`src/rtl/jtp_pkg.sv`:
```
package jtp_pkg;
   typedef enum logic [1:0] {
      XFER_JUMP  = 2'd0,
      XFER_CALL  = 2'd1,
      XFER_RET   = 2'd2,
      XFER_ICALL = 2'd3
   } xfer_kind_e;

   typedef enum logic [1:0] {
      PRED_PERFECT    = 2'd0,
      PRED_RING_TABLE = 2'd1,
      PRED_TABLE_ONLY = 2'd2,
      PRED_NONE       = 2'd3
   } pred_mode_e;
endpackage

```
`src/rtl/jtp_ring.sv`:
```
module jtp_ring #(
   parameter int AW    = 32,
   parameter int DEPTH = 8
) (
   input  logic          clk,
   input  logic          rst_n,
   input  logic          push,
   input  logic [AW-1:0] push_data,
   input  logic          pop,
   output logic [AW-1:0] top_data
);
   localparam int IW = $clog2(DEPTH);

   logic [IW-1:0] pos_q;
   logic [IW-1:0] pos_up;
   logic [IW-1:0] pos_dn;
   logic [AW-1:0] slot_q [DEPTH];
   logic [DEPTH-1:0] at_pos;

   // power-of-two depth: index arithmetic wraps by truncation
   assign pos_up = pos_q + IW'(1);
   assign pos_dn = pos_q - IW'(1);

   for (genvar i = 0; i < DEPTH; i++) begin : g_sel
      assign at_pos[i] = (pos_q == IW'(i));
   end

   always_comb begin
      top_data = '0;
      for (int j = 0; j < DEPTH; j++) begin
         if (at_pos[j]) top_data = slot_q[j];
      end
   end

   always_ff @(posedge clk) begin
      if (!rst_n) begin
         pos_q <= '0;
         for (int j = 0; j < DEPTH; j++) slot_q[j] <= '0;
      end else if (push) begin
         pos_q         <= pos_up;
         slot_q[pos_up] <= push_data;
      end else if (pop) begin
         pos_q <= pos_dn;
      end
   end
endmodule

```
`src/rtl/jtp_table.sv`:
```
module jtp_table #(
   parameter int AW    = 32,
   parameter int DEPTH = 16
) (
   input  logic          clk,
   input  logic          rst_n,
   input  logic [AW-1:0] addr,
   output logic [AW-1:0] rd_data,
   input  logic          wr_en,
   input  logic [AW-1:0] wr_data
);
   logic [AW-1:0]    word_idx;
   logic [DEPTH-1:0] hit_sel;
   logic [AW-1:0]    ent_q [DEPTH];

   // byte address to word index, folded onto the table size
   assign word_idx = (addr >> 2) & AW'(DEPTH - 1);

   for (genvar i = 0; i < DEPTH; i++) begin : g_dec
      assign hit_sel[i] = (word_idx == AW'(i));
   end

   always_comb begin
      rd_data = '0;
      for (int j = 0; j < DEPTH; j++) begin
         if (hit_sel[j]) rd_data = ent_q[j];
      end
   end

   always_ff @(posedge clk) begin
      if (!rst_n) begin
         for (int j = 0; j < DEPTH; j++) ent_q[j] <= '0;
      end else if (wr_en) begin
         for (int j = 0; j < DEPTH; j++) begin
            if (hit_sel[j]) ent_q[j] <= wr_data;
         end
      end
   end
endmodule

```
`src/rtl/jtp_decide.sv`:
```
module jtp_decide
   import jtp_pkg::*;
#(
   parameter int AW = 32
) (
   input  logic          ev_valid,
   input  logic [1:0]    ev_kind,
   input  logic [1:0]    mode,
   input  logic [AW-1:0] ev_dest,
   input  logic [AW-1:0] ring_top,
   input  logic [AW-1:0] tab_data,
   output logic          miss,
   output logic          ring_push,
   output logic          ring_pop,
   output logic          tab_wr
);
   xfer_kind_e kind;
   pred_mode_e md;
   logic ring_on, tab_on, is_call, ret_by_ring, by_table, ring_hit;

   assign kind        = xfer_kind_e'(ev_kind);
   assign md          = pred_mode_e'(mode);
   assign ring_on     = (md == PRED_RING_TABLE);
   assign tab_on      = (md == PRED_RING_TABLE) || (md == PRED_TABLE_ONLY);
   assign is_call     = (kind == XFER_CALL) || (kind == XFER_ICALL);
   assign ret_by_ring = (kind == XFER_RET) && ring_on;
   assign by_table    = tab_on && ((kind == XFER_JUMP) || (kind == XFER_ICALL) ||
                                   ((kind == XFER_RET) && !ring_on));
   assign ring_hit    = (ring_top == ev_dest);

   always_comb begin
      if (kind == XFER_CALL)      miss = 1'b0;
      else if (md == PRED_PERFECT) miss = 1'b0;
      else if (ret_by_ring)       miss = !ring_hit;
      else if (by_table)          miss = (tab_data != ev_dest);
      else                        miss = 1'b1;
   end

   assign ring_push = ev_valid && ring_on && is_call;
   assign ring_pop  = ev_valid && ret_by_ring && ring_hit;
   assign tab_wr    = ev_valid && by_table;
endmodule

```
`src/rtl/jtp_barrier.sv`:
```
module jtp_barrier #(
   parameter int CW = 32
) (
   input  logic          clk,
   input  logic          rst_n,
   input  logic          raise,
   input  logic [CW-1:0] cycle,
   output logic [CW-1:0] barrier
);
   logic [CW-1:0] bar_q;

   always_ff @(posedge clk) begin
      if (!rst_n)                        bar_q <= '0;
      else if (raise && (cycle > bar_q)) bar_q <= cycle;
   end

   assign barrier = bar_q;
endmodule

```
`src/rtl/jmp_tgt_predictor.sv`:
```
module jmp_tgt_predictor #(
   parameter int AW          = 32,
   parameter int CW          = 32,
   parameter int RING_DEPTH  = 8,
   parameter int TABLE_DEPTH = 16
) (
   input  logic          clk,
   input  logic          rst_n,
   input  logic          ev_valid,
   input  logic [1:0]    ev_kind,
   input  logic [AW-1:0] ev_addr,
   input  logic [AW-1:0] ev_dest,
   input  logic [AW-1:0] ev_ret,
   input  logic [CW-1:0] ev_cycle,
   input  logic [1:0]    mode,
   output logic          res_valid,
   output logic          res_miss,
   output logic [CW-1:0] barrier
);
   localparam int TIW = $clog2(TABLE_DEPTH);

   initial begin
      assert (RING_DEPTH >= 2 && (RING_DEPTH & (RING_DEPTH - 1)) == 0)
         else $error("RING_DEPTH must be a power of two, at least 2");
      assert (TABLE_DEPTH >= 2 && (TABLE_DEPTH & (TABLE_DEPTH - 1)) == 0)
         else $error("TABLE_DEPTH must be a power of two, at least 2");
      assert (AW >= TIW + 2) else $error("AW too narrow for table index");
   end

   logic [AW-1:0] ring_top, tab_data;
   logic miss_c, push_c, pop_c, wr_c;
   logic valid_q, miss_q;

   jtp_ring #(.AW(AW), .DEPTH(RING_DEPTH)) u_ring (
      .clk(clk), .rst_n(rst_n), .push(push_c), .push_data(ev_ret),
      .pop(pop_c), .top_data(ring_top));

   jtp_table #(.AW(AW), .DEPTH(TABLE_DEPTH)) u_table (
      .clk(clk), .rst_n(rst_n), .addr(ev_addr), .rd_data(tab_data),
      .wr_en(wr_c), .wr_data(ev_dest));

   jtp_decide #(.AW(AW)) u_decide (
      .ev_valid(ev_valid), .ev_kind(ev_kind), .mode(mode), .ev_dest(ev_dest),
      .ring_top(ring_top), .tab_data(tab_data), .miss(miss_c),
      .ring_push(push_c), .ring_pop(pop_c), .tab_wr(wr_c));

   jtp_barrier #(.CW(CW)) u_barrier (
      .clk(clk), .rst_n(rst_n), .raise(ev_valid && miss_c),
      .cycle(ev_cycle), .barrier(barrier));

   always_ff @(posedge clk) begin
      if (!rst_n) begin
         valid_q <= 1'b0;
         miss_q  <= 1'b0;
      end else begin
         valid_q <= ev_valid;
         miss_q  <= ev_valid && miss_c;
      end
   end

   assign res_valid = valid_q;
   assign res_miss  = miss_q;
endmodule

```
`config.mk`:
```
export PLATFORM = sky130hd
export DESIGN_NAME = jmp_tgt_predictor
export DESIGN_NICKNAME = d
export VERILOG_FILES = /design/src/rtl/jtp_pkg.sv /design/src/rtl/jtp_ring.sv /design/src/rtl/jtp_table.sv /design/src/rtl/jtp_decide.sv /design/src/rtl/jtp_barrier.sv /design/src/rtl/jmp_tgt_predictor.sv
export SDC_FILE = /design/constraint.sdc
export NUM_CORES = 1
export LEC_CHECK = 0
export BUFFER_PORTS_ARGS = -buffer_cell sky130_fd_sc_hd__buf_2
export CAP_MARGIN = 25
export CORE_AREA = 8 8 422 218
export DETAILED_ROUTE_END_ITERATION = 10
export DIE_AREA = 0 0 430 226
export PLACE_DENSITY = 0.59
export RECOVER_POWER = 50
export SETUP_SLACK_MARGIN = 0.02
export SYNTH_ARGS = -nofsm -noshare
export SYNTH_HDL_FRONTEND = slang
export SYNTH_SLANG_ARGS = --single-unit
export TNS_END_PERCENT = 100
```
`constraint.sdc`:
```
create_clock -name clk -period 4.5 [get_ports clk]
set_input_delay 0.225 -clock clk [delete_from_list [all_inputs] [get_ports clk]]
set_output_delay 0.225 -clock clk [all_outputs]
set_load 0.01 [all_outputs]
```
After elaboration in Yosys (flattened, before gate mapping)
Memory sizes are Yosys's and may differ from the RTL's.
Index checks and enable logic that the tools add are counted.
{"block": "totals", "regBits": 37, "latch_bits": 0, "ram_bits": 768, "rom_bits": 0, "inputBits": 135, "wordCells": 193, "mem_count": 2}
{"memory": "u_table.ent_q", "words": 16, "word_bits": 32, "read_ports": 16, "rd_ports_with_merged_regs": 0, "write_ports": 16, "line_no": "jtp_table.sv:14", "rtl": "logic [AW-1:0] ent_q [DEPTH];"}
{"memory": "u_ring.slot_q", "words": 8, "word_bits": 32, "read_ports": 8, "rd_ports_with_merged_regs": 0, "write_ports": 8, "line_no": "jtp_ring.sv:17", "rtl": "logic [AW-1:0] slot_q [DEPTH];"}
{"block": "op_classes", "addsub": 2, "n_mul": 0, "div_mod_pow": 0, "magnitude_cmp": 1, "n_eq_ne": 29, "n_shift": 0, "n_mux": 117, "bitwise": 16, "reduce_logical": 22}
{"op": "2-to-1 mux 32 bit", "count": 41}
{"op": "2-to-1 mux 1 bit", "count": 73}
{"op": "equality test 32 bit", "count": 1}
{"op": "equality test 4 bit, second input constant", "count": 8}
{"op": "greater-than comparator 32 bit", "count": 1}
{"op": "logical NOT 32 bit", "count": 1}
{"op": "!= test 32 bit", "count": 1}
{"op": "OR reduction 32 bit", "count": 1}
{"op": "equality test 4 x 3 -> 1 bit, second input constant", "count": 4}
{"op": "bitwise OR 1 bit", "count": 16}
{"op": "equality test 3 bit, second input constant", "count": 4}
{"op": "logical AND 1 bit", "count": 10}
{"op": "2-to-1 mux 3 bit", "count": 3}
{"op": "equality test 4 x 2 -> 1 bit, second input constant", "count": 2}
{"op": "equality test 2 bit, second input constant", "count": 3}
{"op": "equality test 3 x 2 -> 1 bit, second input constant", "count": 2}
{"op": "equality test 2 x 1 -> 1 bit, second input constant", "count": 2}
{"op": "equality test 4 x 1 -> 1 bit, second input constant", "count": 1}
{"op": "logical NOT 2 bit", "count": 2}
{"op": "logical OR 1 bit", "count": 4}
{"op": "adder 3 x 1 -> 3 bit, second input constant", "count": 1}
{"op": "equality test 3 x 1 -> 1 bit, second input constant", "count": 1}
{"op": "logical NOT 3 bit", "count": 1}
{"op": "subtractor 3 x 1 -> 3 bit, second input constant", "count": 1}
{"op": "2 further kinds", "count": 3}

Logic depth before layout (Yosys ltp)
{"block": "logic_depth", "ltp_word": 24, "depth_mapped": 18, "ltp_nobuf": 12}

Cells and area by module
From an unflattened synthesis, not the netlist that was laid out.
{"block": "hier_totals", "hier_cells": 3280, "area_unflattened_um2": 38456.9}
{"module": "jtp_table", "n_inst": 1, "cells_each": 1855, "area_each_um2": 22947.0, "seq_area_each_um2": 15374.7}
{"module": "jtp_ring", "n_inst": 1, "cells_each": 1058, "area_each_um2": 12484.5, "seq_area_each_um2": 7747.4}
{"module": "jtp_barrier", "n_inst": 1, "cells_each": 257, "area_each_um2": 2134.5, "seq_area_each_um2": 640.6}
{"module": "jtp_decide", "n_inst": 1, "cells_each": 105, "area_each_um2": 830.8, "seq_area_each_um2": 0.0}
{"module": "jmp_tgt_predictor", "n_inst": 1, "cells_each": 5, "area_each_um2": 60.1, "seq_area_each_um2": 40.0}

Worst setup path after synthesis
Ideal clock, no wire load.
{"block": "synth_timing", "path_type": "register to register", "startpoint": "reg u_ring.pos_q[2]", "endpoint": "mem u_ring.slot_q[6][0] (enable)", "setup_time_ps": 466, "arrival_ps": 3802, "required_time_ps": 4034, "setup_slack_ps": 233, "stages_incl_launch_ff": 7, "n_path_buf": 2, "period_less_slack_ps": 4267, "path_cell_list": "dfxtp_1 > clkbuf_1 > inv_1 > clkbuf_1 > ha_1 > nand2b_1 > o21ai_0"}
{"item": "start: declaration", "line_no": "jtp_ring.sv:14", "rtl": "logic [IW-1:0] pos_q;"}
{"item": "start signal: assignment", "line_no": "jtp_ring.sv:40", "rtl": "pos_q <= pos_up;"}
{"item": "start signal: assignment", "line_no": "jtp_ring.sv:43", "rtl": "pos_q <= pos_dn;"}
{"item": "end: declaration", "line_no": "jtp_ring.sv:17"}

Worst setup path in the final report
{"block": "layout_timing", "startpoint": "reg u_ring.pos_q[0]", "endpoint": "reg u_barrier.bar_q[18] (netlist: u_barrier.barrier[18])"}
{"block": "layout_via", "elab_chain_cells": 16, "word_cells_on_any_way": 23}
{"item": "logical NOT 3 bit", "line_no": "jtp_ring.sv:25", "rtl": "assign at_pos[i] = (pos_q == IW'(i));"}
{"item": "2-to-1 mux 32 bit (7 in a row)", "line_no": "jtp_ring.sv:31", "rtl": "if (at_pos[j]) top_data = slot_q[j];"}
{"item": "2-to-1 mux 32 bit (*)", "line_no": "jtp_ring.sv:31"}
{"item": "equality test 32 bit (*)", "line_no": "jtp_decide.sv:29", "rtl": "assign ring_hit = (ring_top == ev_dest);"}
{"item": "logical NOT 1 bit (*)", "line_no": "jtp_decide.sv:34", "rtl": "else if (ret_by_ring) miss = !ring_hit;"}
{"item": "2-to-1 mux 1 bit (*)", "line_no": "jtp_decide.sv:34"}
{"item": "2-to-1 mux 1 bit (*)", "line_no": "jtp_decide.sv:33", "rtl": "else if (md == PRED_PERFECT) miss = 1'b0;"}
{"item": "2-to-1 mux 1 bit (*)", "line_no": "jtp_decide.sv:32", "rtl": "if (kind == XFER_CALL) miss = 1'b0;"}
{"item": "logical AND 1 bit (*)", "line_no": "jmp_tgt_predictor.sv:48", "rtl": ".clk(clk), .rst_n(rst_n), .raise(ev_valid && miss_c),"}
{"item": "logical AND 1 bit (*)", "line_no": "jtp_barrier.sv:14", "rtl": "else if (raise && (cycle > bar_q)) bar_q <= cycle;"}
{"item": "end signal: assignment", "line_no": "jtp_barrier.sv:14"}
{"item": "end: declaration", "line_no": "jtp_barrier.sv:10", "rtl": "logic [CW-1:0] bar_q;"}
Mark *: on every way between the ends. The rest lies on a longest branch, timed or not.
A chain may end at the register's enable or synchronous reset.

==> flow_metrics.env <==
export IMPL_status="complete, but fails checks"
export IMPL_violations="capacitance limit, slew limit, setup timing"
export IMPL_max_cap_violations=10
export IMPL_htreeDepth=3
export IMPL_rows=77
export IMPL_nets=3621
export IMPL_via_count=29000
export IMPL_routabilityCongestion=0.983
export IMPL_peakVddDrop_uv=281
export IMPL_cp_max_fo=23
export IMPL_core_mm2=0.0866
export IMPL_cts_tree="built"
export IMPL_cp_cell_sequence="inv_1 > ha_1 > buf_4 > o21ai_0 > nand2_2 > a221o_1 > o21ai_1 > mux2_2 > nor4_1 > nand4_1 > nor4_2 > buf_4 > nor3_4 > buf_12 > mux2i_1"
export IMPL_routed_wire_length_per_instance_um=30.1
export IMPL_dr_pass1_iters=6
export IMPL_finalMaxSlewViolations=323
export IMPL_synth_nets=3399
export IMPL_synth_distinct_cells=92
export IMPL_n_fill_cell=7572
export IMPL_swShare=0.250
export IMPL_drt_vias_per_instance=6.25
export IMPL_tightest_slew_ns=2.81
export IMPL_worstSetupStartpointType="flop"
export IMPL_crit_start="u_ring.pos_q[0]"
export IMPL_rsz0062_at_grt="false"
export IMPL_setup_viol=3
export IMPL_synth_seq_cells=805
export IMPL_p_leak_uw=0.0160
export IMPL_power_density_mw_per_mm2=387
export IMPL_netlist_area_mm2=0.0383
export IMPL_final_core_util=0.509
export IMPL_dieWidth_um=430
export IMPL_cts_buffer_depth=3
export IMPL_grt_first_pass_wirelength_mm=199
export IMPL_required_ns=5.08
export IMPL_cpMaxStageDelayCell="dfxtp_1"
export IMPL_grt_pass1_vias=27500
export IMPL_worst_r2r_endpoint="u_barrier.barrier[18]"
export IMPL_antenna_found_initial=4
export IMPL_cts_num_sinks=805
export IMPL_first_iter_violations=4423
export IMPL_ios=169
export IMPL_relSlewSlack=-0.872
export IMPL_power_switching_uw=4260
export IMPL_netlist_instances=3220
export IMPL_drive_gt1_frac=0.134
export IMPL_slowest_delay_ns=0.43
export IMPL_ant_nets=0
export IMPL_start_util=0.442
export IMPL_post_route_period_util=1.00
export IMPL_synth_seq_area_share=0.621
export IMPL_worstRegToRegCells=15
export IMPL_synth_edf_count=768
export IMPL_pwr_share_clk=0.380
export IMPL_clock_fmax_mhz=222
export IMPL_avgSynthCellArea_um2=11.9
export IMPL_min_path_type="primary input to flop"
export IMPL_seq_power_share=0.514
export IMPL_p_comb_frac=0.106
export IMPL_path_class="flop to flop"
export IMPL_worstSetupEndpointType="flop"
export IMPL_root_buffer="clkbuf_16"
export IMPL_rr_startpoint="u_ring.pos_q[0]"
export IMPL_synth_warnings=0
export IMPL_drcViolationCount=0
export IMPL_die_area_mm2=0.0972
export IMPL_syn_to_final_growth_pct=15.0
export IMPL_grt_overflow_total=0
export IMPL_arrival_ns=5.09
export IMPL_die_y_um=226
export IMPL_hold_viol=0
export IMPL_skew_ns=0.0250
export IMPL_hpwl_mm=98.5
export IMPL_wl_mm=140
export IMPL_async_flop_share=0
export IMPL_cpMostUsedCell="buf_4"
export IMPL_crit_end="u_barrier.barrier[18]"
export IMPL_grt_usage=0.280
export IMPL_fin_total_pwr_uw=17000
export IMPL_grt_start_max_net_pins=69
export IMPL_r2r_slack_ns=-0.01
export IMPL_cts_buffers=73
export IMPL_clk_pin_slew_ns=0.07
export IMPL_synth_flop_cell="edfxtp_1"
export IMPL_clock_latency_ns=0.68
export IMPL_fin_ws_ns=-0.0138
export IMPL_min_period_ns=4.51
export IMPL_internal_power_uw=12800
export IMPL_io_buffers=140
-- synth_stat cells, drive strengths merged (9+ instances only) --
| library cell | n | area [um^2] |
|---|---|---|
| a31oi | 16 | 100 |
| o21a | 13 | 97.6 |
| mux2i | 127 | 1270 |
| nand2 | 224 | 841 |
| a21oi | 137 | 686 |
| clkbuf | 173 | 649 |
| a221o | 17 | 170 |
| nand3b | 24 | 180 |
| o22ai | 46 | 288 |
| xor2 | 10 | 87.6 |
| a21o | 15 | 113 |
| edfxtp | 768 | 23100 |
| o2bb2ai | 16 | 140 |
| xnor2 | 21 | 184 |
| o221ai | 19 | 166 |
| nand3 | 35 | 175 |
| nor4 | 13 | 103 |
| a2bb2oi | 9 | 78.8 |
| and2 | 266 | 1660 |
| o21ai | 127 | 636 |
| inv | 129 | 484 |
| a32oi | 12 | 105 |
| o211ai | 18 | 135 |
| nor3b | 14 | 110 |
| nand2b | 30 | 188 |
| dfxtp | 37 | 741 |
| and3 | 11 | 68.8 |
| nor3 | 28 | 145 |
| buf | 79 | 490 |
| nor2b | 27 | 171 |
| a211oi | 20 | 150 |
| a22oi | 27 | 203 |
| o2111ai | 12 | 105 |
| o31ai | 16 | 120 |
| a211o | 12 | 105 |
| a22o | 10 | 87.6 |
| a221oi | 51 | 447 |
| ha | 44 | 551 |
| mux2 | 20 | 225 |
| mux4 | 17 | 383 |
| nand4 | 20 | 125 |
| nor2 | 403 | 1520 |
-- routing by layer --
metal / up-vias / GRT usage / wire (um)
met4: 4 / 0.0533 / 2440
met2: 1869 / 0.368 / 53500
li1: 12300 / - / -
met3: 173 / 0.0999 / 20600
met1: 14700 / 0.438 / 63300
met5: - / 0 / 27
-- cells in the final DEF, fill, tap and decap left out, types with 18 or more instances in the layout --
cell | synthesis | routed
edfxtp_1 | 768 | 768
nor2_1 | 401 | 395
and2_1 | 264 | 249
nand2_1 | 224 | 220
buf_4 | 11 | 157
a21oi_1 | 137 | 137
inv_1 | 127 | 127
mux2i_1 | 127 | 127
o21ai_0 | 121 | 114
buf_2 | 44 | 101
clkbuf_16 | 0 | 75
clkbuf_1 | 173 | 66
dlygate4sd3_1 | 0 | 65
a221oi_1 | 51 | 49
o22ai_1 | 46 | 46
ha_1 | 44 | 41
dfxtp_1 | 37 | 37
nand3_1 | 35 | 35
nand2b_1 | 30 | 29
nor3_1 | 27 | 27
a22oi_1 | 27 | 27
nor2b_1 | 26 | 24
nand3b_1 | 24 | 24
xnor2_1 | 21 | 21
nand4_1 | 20 | 20
mux2_2 | 20 | 20
a211oi_1 | 20 | 20
o221ai_1 | 19 | 19
o211ai_1 | 18 | 18
-- cells by family after synthesis --
family / after synthesis / synth area share
compound gates: 658 / 0.119
buf+inv: 382 / 0.0425
xor+xnor: 31 / 0.00708
simple gates: 1136 / 0.147
mux: 164 / 0.0490
fa+ha+maj: 44 / 0.0144
flops: 805 / 0.621
-- area by class of cell --
type                    instances  area [um^2]  area share
diodes                          2         5.00    0.000114
inverters                     130          488      0.0111
flip-flops and latches        805        23800       0.540
multi-input cells            2033        13000       0.296
clock buffers                  89         1930      0.0438
repair buffers                399         2930      0.0665
clock inverters                41          438     0.00994
well taps                    1145         1430      0.0325
-- through the flow --
step	instances	hold WS [ns]	setup slack [ns]	area [um^2]	setup TNS (ns)
after floorplan	3220	0.367	0.233	38300	0
after global placement	4441	0.457	0.149	41100	0
after detailed placement	4444	0.470	0.110	41200	0
after CTS	4639	0.00532	0.0822	44200	0
after global routing	4643	0.0271	0.0255	44100	0
final	4644	0.0385	-0.0138	44100	-0.0153
-- worst min-delay path by stage --
| stage | from | cells after the start | end | slack (ns) |
|---|---|---|---|---|
| finish | ev_ret[24] | 2 | u_ring.slot_q[0][24] | 0.04 |
| global route | ev_ret[24] | 2 | u_ring.slot_q[0][24] | 0.03 |
| CTS | rst_n | 3 | res_valid | 0.005 |
| detailed placement | u_barrier.barrier[27] | 2 | u_barrier.barrier[27] | 0.47 |
| global placement | u_barrier.barrier[8] | 2 | u_barrier.barrier[8] | 0.46 |
| floorplan | ev_cycle[10] | 2 | u_barrier.barrier[10] | 0.37 |
-- flip-flops by register name (all words and copies together), names as in the netlist --
signal,count
res_valid,1
u_ring.slot_q,256
u_ring.pos_q,3
u_barrier.barrier,32
res_miss,1
u_table.ent_q,512
-- power by group through the flow --
stage / registers [uW] / clock network (uW) / logic [uW]
after CTS: 8760 / 6530 / 1760
after floorplan: 8890 / 0 / 921
final: 8760 / 6480 / 1810
after detailed placement: 8920 / 0 / 1710
after global placement: 8900 / 0 / 1680
after global routing: 8800 / 6800 / 1900
-- critical path: cells and delay by family (launching register included) --
kind | cells | cell delay, ns
compound gates | 3 | 0.99
fa+ha+maj | 1 | 0.34
buf+inv | 4 | 0.89
flops | 1 | 0.43
mux | 2 | 0.57
simple gates | 5 | 1.19
-- what timing repair did --
action / CTS / global route
endpoints found under the hold margin: 276 / 0
gates resized for setup: 0 / 7
setup buffers: 0 / 1
setup endpoints to repair: 0 / 35
hold buffers: 65 / 0
(Power assumes the default switching activity.)
